$ cat src/rtl/intraWavePkg.sv
package intraWavePkg;
  typedef struct packed {
    logic load;
    logic stepY;
    logic nextWave;
    logic fire;
  } waveStrobe_t;

  typedef enum logic [1:0] {
    ST_IDLE,
    ST_ISSUE,
    ST_DRAIN
  } waveState_e;
endpackage

$ cat src/rtl/waveDatapath.sv
module waveDatapath
  import intraWavePkg::*;
#(
  parameter int PIX_W  = 13,
  parameter int MB_W   = PIX_W - 3,
  parameter int ADDR_W = 2 * MB_W,
  parameter int WAVE_W = MB_W + 2,
  parameter int CNT_W  = MB_W + 1
) (
  input  logic              clk,
  input  logic              rstN,
  input  waveStrobe_t       strb,
  input  logic [PIX_W-1:0]  frameWidth,
  input  logic [PIX_W-1:0]  frameHeight,
  input  logic              doneValid,
  output logic              dimZero,
  output logic              candOk,
  output logic              lastInWave,
  output logic              lastWave,
  output logic              countZero,
  output logic [MB_W-1:0]   curX,
  output logic [MB_W-1:0]   curY,
  output logic [ADDR_W-1:0] curAddr,
  output logic [WAVE_W-1:0] curWave
);
  logic [MB_W-1:0]   mbW, mbH;
  logic [WAVE_W-1:0] wave;
  logic [MB_W-1:0]   yPos;
  logic [CNT_W-1:0]  outstanding;

  logic [PIX_W:0]    wSum, hSum;
  logic [WAVE_W-1:0] twoY, xVal, waveLimit;
  logic [MB_W:0]     yNext;
  logic              xNeg, doDec;

  // Round pixel size up to whole macroblocks.
  assign wSum    = {1'b0, frameWidth}  + (PIX_W+1)'(15);
  assign hSum    = {1'b0, frameHeight} + (PIX_W+1)'(15);
  assign dimZero = (frameWidth == '0) || (frameHeight == '0);

  // Column belonging to the current (wave, row) candidate.
  assign twoY   = {1'b0, yPos, 1'b0};
  assign xNeg   = twoY > wave;
  assign xVal   = wave - twoY;
  assign candOk = !xNeg && (xVal < {2'b0, mbW}) && (yPos < mbH);

  assign yNext      = {1'b0, yPos} + (MB_W+1)'(1);
  assign lastInWave = (yNext >= {1'b0, mbH}) || ({yNext, 1'b0} > wave);

  assign waveLimit = {2'b0, mbW} + {1'b0, mbH, 1'b0} - WAVE_W'(3);
  assign lastWave  = wave == waveLimit;
  assign countZero = outstanding == '0;

  assign curX    = xVal[MB_W-1:0];
  assign curY    = yPos;
  assign curWave = wave;
  assign curAddr = ADDR_W'(yPos) * ADDR_W'(mbW) + ADDR_W'(curX);

  assign doDec = doneValid && !countZero;

  always_ff @(posedge clk) begin
    if (!rstN) begin
      mbW  <= '0;
      mbH  <= '0;
      wave <= '0;
      yPos <= '0;
    end else if (strb.load) begin
      mbW  <= wSum[PIX_W:4];
      mbH  <= hSum[PIX_W:4];
      wave <= '0;
      yPos <= '0;
    end else if (strb.nextWave) begin
      wave <= wave + WAVE_W'(1);
      yPos <= '0;
    end else if (strb.stepY) begin
      yPos <= yPos + MB_W'(1);
    end
  end

  always_ff @(posedge clk) begin
    if (!rstN || strb.load) begin
      outstanding <= '0;
    end else begin
      case ({strb.fire, doDec})
        2'b10:   outstanding <= outstanding + CNT_W'(1);
        2'b01:   outstanding <= outstanding - CNT_W'(1);
        default: outstanding <= outstanding;
      endcase
    end
  end
endmodule

$ cat src/rtl/waveCtrl.sv
module waveCtrl
  import intraWavePkg::*;
(
  input  logic        clk,
  input  logic        rstN,
  input  logic        startPulse,
  input  logic        issueReady,
  input  logic        dimZero,
  input  logic        candOk,
  input  logic        lastInWave,
  input  logic        lastWave,
  input  logic        countZero,
  output waveStrobe_t strb,
  output logic        issueValid,
  output logic        waveBarrier,
  output logic        frameDone
);
  waveState_e state, nxt;

  always_comb begin
    strb        = '0;
    issueValid  = 1'b0;
    waveBarrier = 1'b0;
    nxt         = state;
    case (state)
      ST_IDLE: begin
        if (startPulse) begin
          strb.load = 1'b1;
          if (!dimZero) nxt = ST_ISSUE;
        end
      end
      ST_ISSUE: begin
        issueValid = candOk;
        if (!candOk || issueReady) begin
          strb.fire = candOk;
          if (lastInWave) nxt = ST_DRAIN;
          else            strb.stepY = 1'b1;
        end
      end
      ST_DRAIN: begin
        if (countZero) begin
          waveBarrier = 1'b1;
          if (lastWave) begin
            nxt = ST_IDLE;
          end else begin
            strb.nextWave = 1'b1;
            nxt = ST_ISSUE;
          end
        end
      end
      default: nxt = ST_IDLE;
    endcase
  end

  assign frameDone = state == ST_IDLE;

  always_ff @(posedge clk) begin
    if (!rstN) state <= ST_IDLE;
    else       state <= nxt;
  end
endmodule

$ cat src/rtl/intraWaveSched.sv
module intraWaveSched
  import intraWavePkg::*;
#(
  parameter int PIX_W  = 13,
  parameter int MB_W   = PIX_W - 3,
  parameter int ADDR_W = 2 * MB_W,
  parameter int WAVE_W = MB_W + 2,
  parameter int CNT_W  = MB_W + 1
) (
  input  logic              clk,
  input  logic              rstN,
  input  logic              startPulse,
  input  logic [PIX_W-1:0]  frameWidth,
  input  logic [PIX_W-1:0]  frameHeight,
  output logic              issueValid,
  input  logic              issueReady,
  output logic [MB_W-1:0]   issueX,
  output logic [MB_W-1:0]   issueY,
  output logic [ADDR_W-1:0] issueAddr,
  output logic [WAVE_W-1:0] issueWave,
  input  logic              doneValid,
  output logic              waveBarrier,
  output logic              frameDone
);
  waveStrobe_t strb;
  logic dimZero, candOk, lastInWave, lastWave, countZero;

  waveCtrl u_ctrl (
    .clk        (clk),
    .rstN       (rstN),
    .startPulse (startPulse),
    .issueReady (issueReady),
    .dimZero    (dimZero),
    .candOk     (candOk),
    .lastInWave (lastInWave),
    .lastWave   (lastWave),
    .countZero  (countZero),
    .strb       (strb),
    .issueValid (issueValid),
    .waveBarrier(waveBarrier),
    .frameDone  (frameDone)
  );

  waveDatapath #(
    .PIX_W (PIX_W),
    .MB_W  (MB_W),
    .ADDR_W(ADDR_W),
    .WAVE_W(WAVE_W),
    .CNT_W (CNT_W)
  ) u_dp (
    .clk        (clk),
    .rstN       (rstN),
    .strb       (strb),
    .frameWidth (frameWidth),
    .frameHeight(frameHeight),
    .doneValid  (doneValid),
    .dimZero    (dimZero),
    .candOk     (candOk),
    .lastInWave (lastInWave),
    .lastWave   (lastWave),
    .countZero  (countZero),
    .curX       (issueX),
    .curY       (issueY),
    .curAddr    (issueAddr),
    .curWave    (issueWave)
  );
endmodule

$ cat config.mk
export PLATFORM = sky130hd
export DESIGN_NAME = intraWaveSched
export DESIGN_NICKNAME = d
export VERILOG_FILES = /design/src/rtl/intraWavePkg.sv /design/src/rtl/waveDatapath.sv /design/src/rtl/waveCtrl.sv /design/src/rtl/intraWaveSched.sv
export SDC_FILE = /design/constraint.sdc
export NUM_CORES = 1
export LEC_CHECK = 0
export ABC_AREA = 1
export CAP_MARGIN = 20
export CORE_UTILIZATION = 55
export CTS_CLUSTER_DIAMETER = 100
export DETAILED_ROUTE_END_ITERATION = 8
export PLACE_DENSITY = 0.8
export SLEW_MARGIN = 20
export SYNTH_ARGS = -nofsm -noshare
export SYNTH_HDL_FRONTEND = slang
export SYNTH_SLANG_ARGS = --single-unit
$ cat constraint.sdc
create_clock -name clk -period 6.1 [get_ports clk]
set_clock_uncertainty 0.1 [all_clocks]
set_input_delay 1.22 -clock clk [delete_from_list [all_inputs] [get_ports clk]]
set_output_delay 1.22 -clock clk [all_outputs]
set_load 0.03 [all_outputs]
# == Word level (Yosys, flattened, before mapping) ==
# Cells that the tools add are included.
# op_classes
n_addsub,11
mul,1
div_mod_pow,0
n_lt_le_gt_ge,5
eq_ne,10
n_shift,0
mux,21
bitwise,1
n_reduce_logical,19
# ops
operator,count
13-bit by 4-bit adder with 14-bit output (second input constant),2
13-bit zero test,2
11-bit case mux with 2 select lines,1
20-bit by 10-bit adder with 20-bit output,1
10-bit by 10-bit multiplier with 20-bit output,1
1-bit two-way mux,14
10-bit by 11-bit adder with 12-bit output,1
12-bit by 1-bit adder with 12-bit output (second input constant),1
12-bit equality test,1
11-bit by 12-bit greater-than comparator with 1-bit output,1
12-bit greater-than comparator,1
12-bit by 10-bit < comparator with 1-bit output,1
12-bit by 11-bit subtractor with 12-bit output,1
12-bit by 2-bit subtractor with 12-bit output (second input constant),1
10-bit by 1-bit adder with 11-bit output (second input constant),1
11-bit by 1-bit adder with 11-bit output (second input constant),1
11-bit by 10-bit greater-or-equal comparator with 1-bit output,1
11-bit zero test,1
11-bit by 1-bit subtractor with 11-bit output (second input constant),1
10-bit by 1-bit adder with 10-bit output (second input constant),1
10-bit < comparator,1
2-bit two-way mux,5
2-bit inequality test (second input constant),3
2-bit case mux with 3 select lines,1
12 further kinds,23
# word_totals
ff_bits,55
latch_bits,0
ramBits,0
rom_bits,0
input_bits,31
output_inout_bits,55
elab_cells,74
memories,0

# == Logic depth before layout (Yosys ltp) ==
# Gate-level depths: netlist of the first run.
# logic_depth
depth_word,10
mapped_depth,29
depth_no_buf,29

# == By module ==
# A second synthesis of the first run with hierarchy kept.
# hier_totals
hier_cells,1289
area_unflattened_um2,9049.9
# modules_own_cells
module,instances,cells_per_inst,area_each_um2,seq_area_each_um2
waveDatapath,1,1252,8847.2,1061.0
waveCtrl,1,37,202.7,40.0

# == Worst setup path before layout of the first run ==
# Ideal clock, no wire load.
# synth_timing
path_type,register to output
start,"register u_dp.yPos[2], in the netlist u_dp.curY[2]"
end,output port issueAddr[16]
t_arrival_ns,5.854
required_time_ns,4.780
setup_slack_ns,-1.074
stages_incl_launch_ff,24
path_buffers,1
cell_sequence,dfxtp_1 -> clkbuf_1 -> inv_1 -> ha_1 -> inv_2 -> nor3_1 -> a21oi_1 -> o21bai_1 -> xor2_1 -> inv_1 -> fa_1 -> inv_1 -> fa_1 -> fa_1 -> ha_1 -> nand2_1 -> nor2_1 -> a211oi_1 -> o21ai_1 -> a21boi_0 -> o21ai_1 -> nand2_1 -> nand2_1 -> xor2_1
# synth_via
elab_chain_cells,2
elab_cells_between_ends,3
cone_classes,2 x add/sub; 1 x mul
# synth_rtl
element,line_no,source
from (decl),waveDatapath.sv:28,logic [MB_W-1:0] yPos;
from (signal assigned),waveDatapath.sv:76,yPos <= yPos + MB_W'(1);
12-bit by 11-bit subtractor with 12-bit output,waveDatapath.sv:44,assign xVal = wave - twoY;
via issueX[8],intraWaveSched.sv:17,"output logic [MB_W-1:0] issueX,"
20-bit by 10-bit adder with 20-bit output,waveDatapath.sv:57,assign curAddr = ADDR_W'(yPos) * ADDR_W'(mbW) + ADDR_W'(curX);
to (decl),intraWaveSched.sv:19,"output logic [ADDR_W-1:0] issueAddr,"
# The timed path passes the listed nets, and every way through them passes these cells.

# == Worst setup path after layout of the first run ==
# layout_timing
start,"register u_dp.yPos[2], in the netlist u_dp.curY[2]"
end,output port issueAddr[17]
# layout_via
elab_chain_cells,2
elab_cells_between_ends,3
cone_classes,2 x add/sub; 1 x mul
# layout_rtl
element,line_no
10-bit by 10-bit multiplier with 20-bit output / 12-bit by 11-bit subtractor with 12-bit output (equally long branches),"waveDatapath.sv:57, waveDatapath.sv:44"
20-bit by 10-bit adder with 20-bit output *,waveDatapath.sv:57
# Every way passes the cells marked *; elsewhere a longest branch is shown, timed or not.

==> results of run 1 <==
[synth_stat cells (all sizes together)]
master	count
a211oi	2
a21boi	1
a21o	3
a21oi	85
a31oi	4
a32oi	2
and3	1
buf	8
clkbuf	26
clkinv	2
dfxtp	55
fa	75
ha	140
inv	290
nand2	282
nand3	59
nand3b	2
nand4	22
nor2	87
nor3	21
nor3b	1
nor4	6
o2111ai	2
o211ai	2
o21a	4
o21ai	42
o21bai	4
o22ai	4
o31ai	6
o32ai	8
o41ai	1
or2	8
xnor2	21
xor2	40
[final cells by class]
cell class | count | area, µm² | share of cell area (%)
Timing Repair Buffer | 180 | 1610 | 13.7
Sequential cell | 55 | 1160 | 9.87
Inverter | 292 | 1100 | 9.31
Tap cell | 220 | 275 | 2.33
Clock buffer | 6 | 129 | 1.09
Multi-Input combinational cell | 935 | 7500 | 63.6
Clock inverter | 2 | 15.0 | 0.127
[repair_timing]
action	CTS	global route
resized for setup	73	61
setup buffers	23	11
pin swaps	32	28
endpoints found under the setup margin	13	15
[metal layers]
layer / share of wire (%) / global-route usage [%]
met5: 0 / 0
met1: 42 / 41.8
met3: 7.4 / 3.31
met4: 3.0 / 10.3
met2: 47 / 54.2
[through the flow]
| stage | TNS, ps | worst slack (ps) | cell area [µm²] | cells | utilization (%) |
|---|---|---|---|---|---|
| after floorplan | -16.0 | -16.0 | 9560 | 1316 | - |
| final | -1250 | -225 | 11800 | 1690 | 71.4 |
| after detailed placement | -69.2 | -28.8 | 10900 | 1650 | 66.2 |
| after CTS | -712 | -151 | 11500 | 1680 | 69.6 |
| after global routing | -2620 | -356 | 11800 | 1690 | 71.4 |
| after global placement | 0 | 6.68 | 10900 | 1650 | 66.2 |
[worst max-delay path: stages, from the launching register on]
cell and delay, ps:
sky130_fd_sc_hd__dfxtp_4 380, sky130_fd_sc_hd__buf_6 120, sky130_fd_sc_hd__inv_1 60, sky130_fd_sc_hd__ha_4 300
sky130_fd_sc_hd__inv_4 60, sky130_fd_sc_hd__nor3_4 230, sky130_fd_sc_hd__a21oi_2 90, sky130_fd_sc_hd__buf_4 160
sky130_fd_sc_hd__xnor2_4 150, sky130_fd_sc_hd__fa_1 460, sky130_fd_sc_hd__fa_1 490, sky130_fd_sc_hd__fa_1 510
sky130_fd_sc_hd__ha_4 300, sky130_fd_sc_hd__nand2_1 50, sky130_fd_sc_hd__inv_2 60, sky130_fd_sc_hd__nand3_2 80
sky130_fd_sc_hd__nor2_2 120, sky130_fd_sc_hd__nor2_2 60, sky130_fd_sc_hd__o21a_1 240, sky130_fd_sc_hd__o41ai_4 440
sky130_fd_sc_hd__xor2_2 180, sky130_fd_sc_hd__buf_6 150
[cells by family (layout without fill, tap and decap cells)]
| logic type | after synthesis | after routing | share of synthesized area [%] |
|---|---|---|---|
| AND/OR/NAND/NOR | 489 | 489 | 22.7 |
| flip-flops | 55 | 55 | 11.9 |
| buffers and inverters | 326 | 480 | 13.5 |
| XOR/XNOR | 61 | 61 | 5.76 |
| AO/OA/AOI/OAI | 170 | 170 | 11.1 |
| adder cells (fa/ha/maj) | 215 | 215 | 35.1 |
[report_power, final]
part	internal, mW	switching (mW)	total (mW)
sequential	0.405	0.0462	0.451
combinational	0.397	0.725	1.12
clock	0.155	0.145	0.300
[sequential cells by signal (all words and copies together), names as in the netlist]
name	flops
u_dp.curWave	12
u_dp.curY	10
u_dp.outstanding	11
u_ctrl.state	2
u_dp.mbW	10
u_dp.mbH	10
[worst max-delay path by stage]
stage	start	endpoint	slack, ps	cells after the start
after floorplan	u_dp.curWave[4]	issueAddr[16]	-20	22
after detailed placement	u_dp.mbW[3]	issueAddr[17]	-30	20
final	u_dp.curY[2]	issueAddr[17]	-230	21
after global routing	u_dp.curY[2]	issueAddr[17]	-360	21
after CTS	u_dp.curY[5]	issueAddr[16]	-150	20
after global placement	u_dp.curY[4]	issueAddr[16]	7	23
==> results_tabular.tex, run 1 <==
\begin{tabular}{lr}
\hline
Metric & Value \\
\hline
\multicolumn{2}{l}{\textbf{Run status}} \\
Result of the run & finished, violations left \\
Failing checks & DRC, setup timing \\
\multicolumn{2}{l}{\textbf{STA}} \\
Worst slew margin relative to its limit & between 50\% and 60\% \\
Part of the cycle the worst path needs & 104\% \\
Upper clock frequency limit & 0.158 GHz \\
Setup WS post-layout & -225 ps \\
Setup Viol. Count Final & 10 \\
Pin slew with the least headroom to its limit & between 700 and 800 ps \\
Number of hold violations in the final report & 0 \\
Shortest period the worst path allows & 6330 ps \\
Setup repair after global routing missed its margin & yes \\
WHS & between 300 and 400 ps \\
Number of pins with negative max-slew slack in the final report & 0 \\
\multicolumn{2}{l}{\textbf{Place}} \\
Port Buf Inserts & 85 \\
HPWL after detailed placement & around 22 mm \\
Last weighted congestion value of the routability-driven placer & between 0.9 and 1 \\
\multicolumn{2}{l}{\textbf{Routing}} \\
Routed len/inst & 16.4 µm \\
DR iter-0 viols & about 700 \\
Post-route ant nets & 0 \\
DRC violation count after routing & 2 \\
Final wirelength & approximately 28 mm \\
Detailed-route via count & around 9200 \\
Vias per Instance & 5.42 \\
Total iterations of the first detailed-routing run & 7 \\
\multicolumn{2}{l}{\textbf{Setup path}} \\
Reg-to-reg critical path endpoint & u\_dp.outstanding[7] \\
Critical path data required time & between 4000 and 5000 ps \\
R2R Path Start & u\_dp.curY[2] \\
Largest fanout on the critical path & 5 \\
Worst setup path category & flop to primary output \\
Endpoint kind of the worst setup timing path & primary output \\
Worst reg2reg setup slack & roughly 730 ps \\
Number of cells traversed by the worst register-to-register path & 29 \\
Launching element type of the critical path & flop \\
Arrival time at the worst endpoint & around 5000 ps \\
\multicolumn{2}{l}{\textbf{Clock network}} \\
Reg clk slew, reported paths & 70 ps \\
Clock latency at the later pin of the worst-skew pair & 310 ps \\
Root Buffer & sky130\_fd\_sc\_hd\_\_clkbuf\_16 \\
Hold-fix buffer count after cts & 0 \\
TritonCTS Sinks & 55 \\
Bufs on Longest Clock Path & 2 \\
Inserted Clock Buffers & 5 \\
TritonCTS clock tree & done \\
Htree depth & 2 \\
\multicolumn{2}{l}{\textbf{Die}} \\
Width of the die & between 100 and 150 µm \\
Core Area & about 17000 µm² \\
I/O pin count & 86 \\
Number of cell rows & 47 \\
Die area & 17400 µm² \\
Initial standard-cell utilization of the core & between 50\% and 60\% \\
Height of the die & 132 µm \\
\multicolumn{2}{l}{\textbf{Synthesis}} \\
Synthesized area per cell & between 7 and 8 µm² \\
Ys Warns & 0 \\
Post-synth top area share & about a fifth \\
Number of standard cells after synthesis & roughly 1300 \\
Flip-flop and latch count after synthesis & 55 \\
Net count after synthesis & 1562 \\
Sequential-to-total area share from yosys stat & a little under an eighth \\
Post-Syn Area & 9280 µm² \\
Largest area contributor in the synthesized netlist & sky130\_fd\_sc\_hd\_\_ha\_1 \\
Largest cells by area after synthesis & sky130\_fd\_sc\_hd\_\_ha\_1, sky130\_fd\_sc\_hd\_\_fa\_1, sky130\_fd\_sc\_hd\_\_dfxtp\_1 \\
Post-synthesis cell type count & 48 \\
\multicolumn{2}{l}{\textbf{GRT}} \\
All-Layer GR Usage & between 30\% and 40\% \\
Number of antenna violations at the first check in global routing & 0 \\
Global-route wire length before repair & 43.9 mm \\
Largest net degree at the start of global routing & 37 \\
Number of global-route vias before repair & between 9000 and 10000 \\
Remaining global-route overflow & 0 \\
\multicolumn{2}{l}{\textbf{Pwr}} \\
Power per cell area & approximately 160 nW/µm² \\
Cell leakage power & roughly 6.4 nW \\
Max rail drop VDD & 0.282 mV \\
Total chip power & roughly 1.9 mW \\
\multicolumn{2}{l}{\textbf{Cells and area}} \\
\# fillers & between 1000 and 1500 \\
Layout Area Growth over Synthesis & 27.1\% \\
Share of final-layout standard cells stronger than drive strength 1 & between 10\% and 20\% \\
Top library cells by usage in the layout, fill and taps aside & sky130\_fd\_sc\_hd\_\_inv\_1, sky130\_fd\_sc\_hd\_\_nand2\_1, sky130\_fd\_sc\_hd\_\_ha\_1, sky130\_fd\_sc\_hd\_\_buf\_4, sky130\_fd\_sc\_hd\_\_nor2\_1 \\
Most common cell after layout, fill and taps aside & sky130\_fd\_sc\_hd\_\_inv\_1 \\
Nets@finish & between 1500 and 2000 \\
Diodes inserted & 0 \\
\multicolumn{2}{l}{\textbf{Min path}} \\
Startpoint of the worst hold path & u\_dp.mbH[8] \\
Depth of the worst hold-timing path & 2 \\
Path class of the lowest-slack min-delay path & flop to flop \\
Hold Crit Endpoint & u\_dp.mbH[8] \\
\multicolumn{2}{l}{\textbf{Run}} \\
Max Cap Viol & 0 \\
\hline
\end{tabular}
No activity file was read; power rests on OpenSTA's default activity.
==> inputs of run 2 (changes only) <==
- CAP_MARGIN: 20 -> default
==> results of run 2 <==
Same layout as run 1: the final DEF is identical, and so are final timing and power.
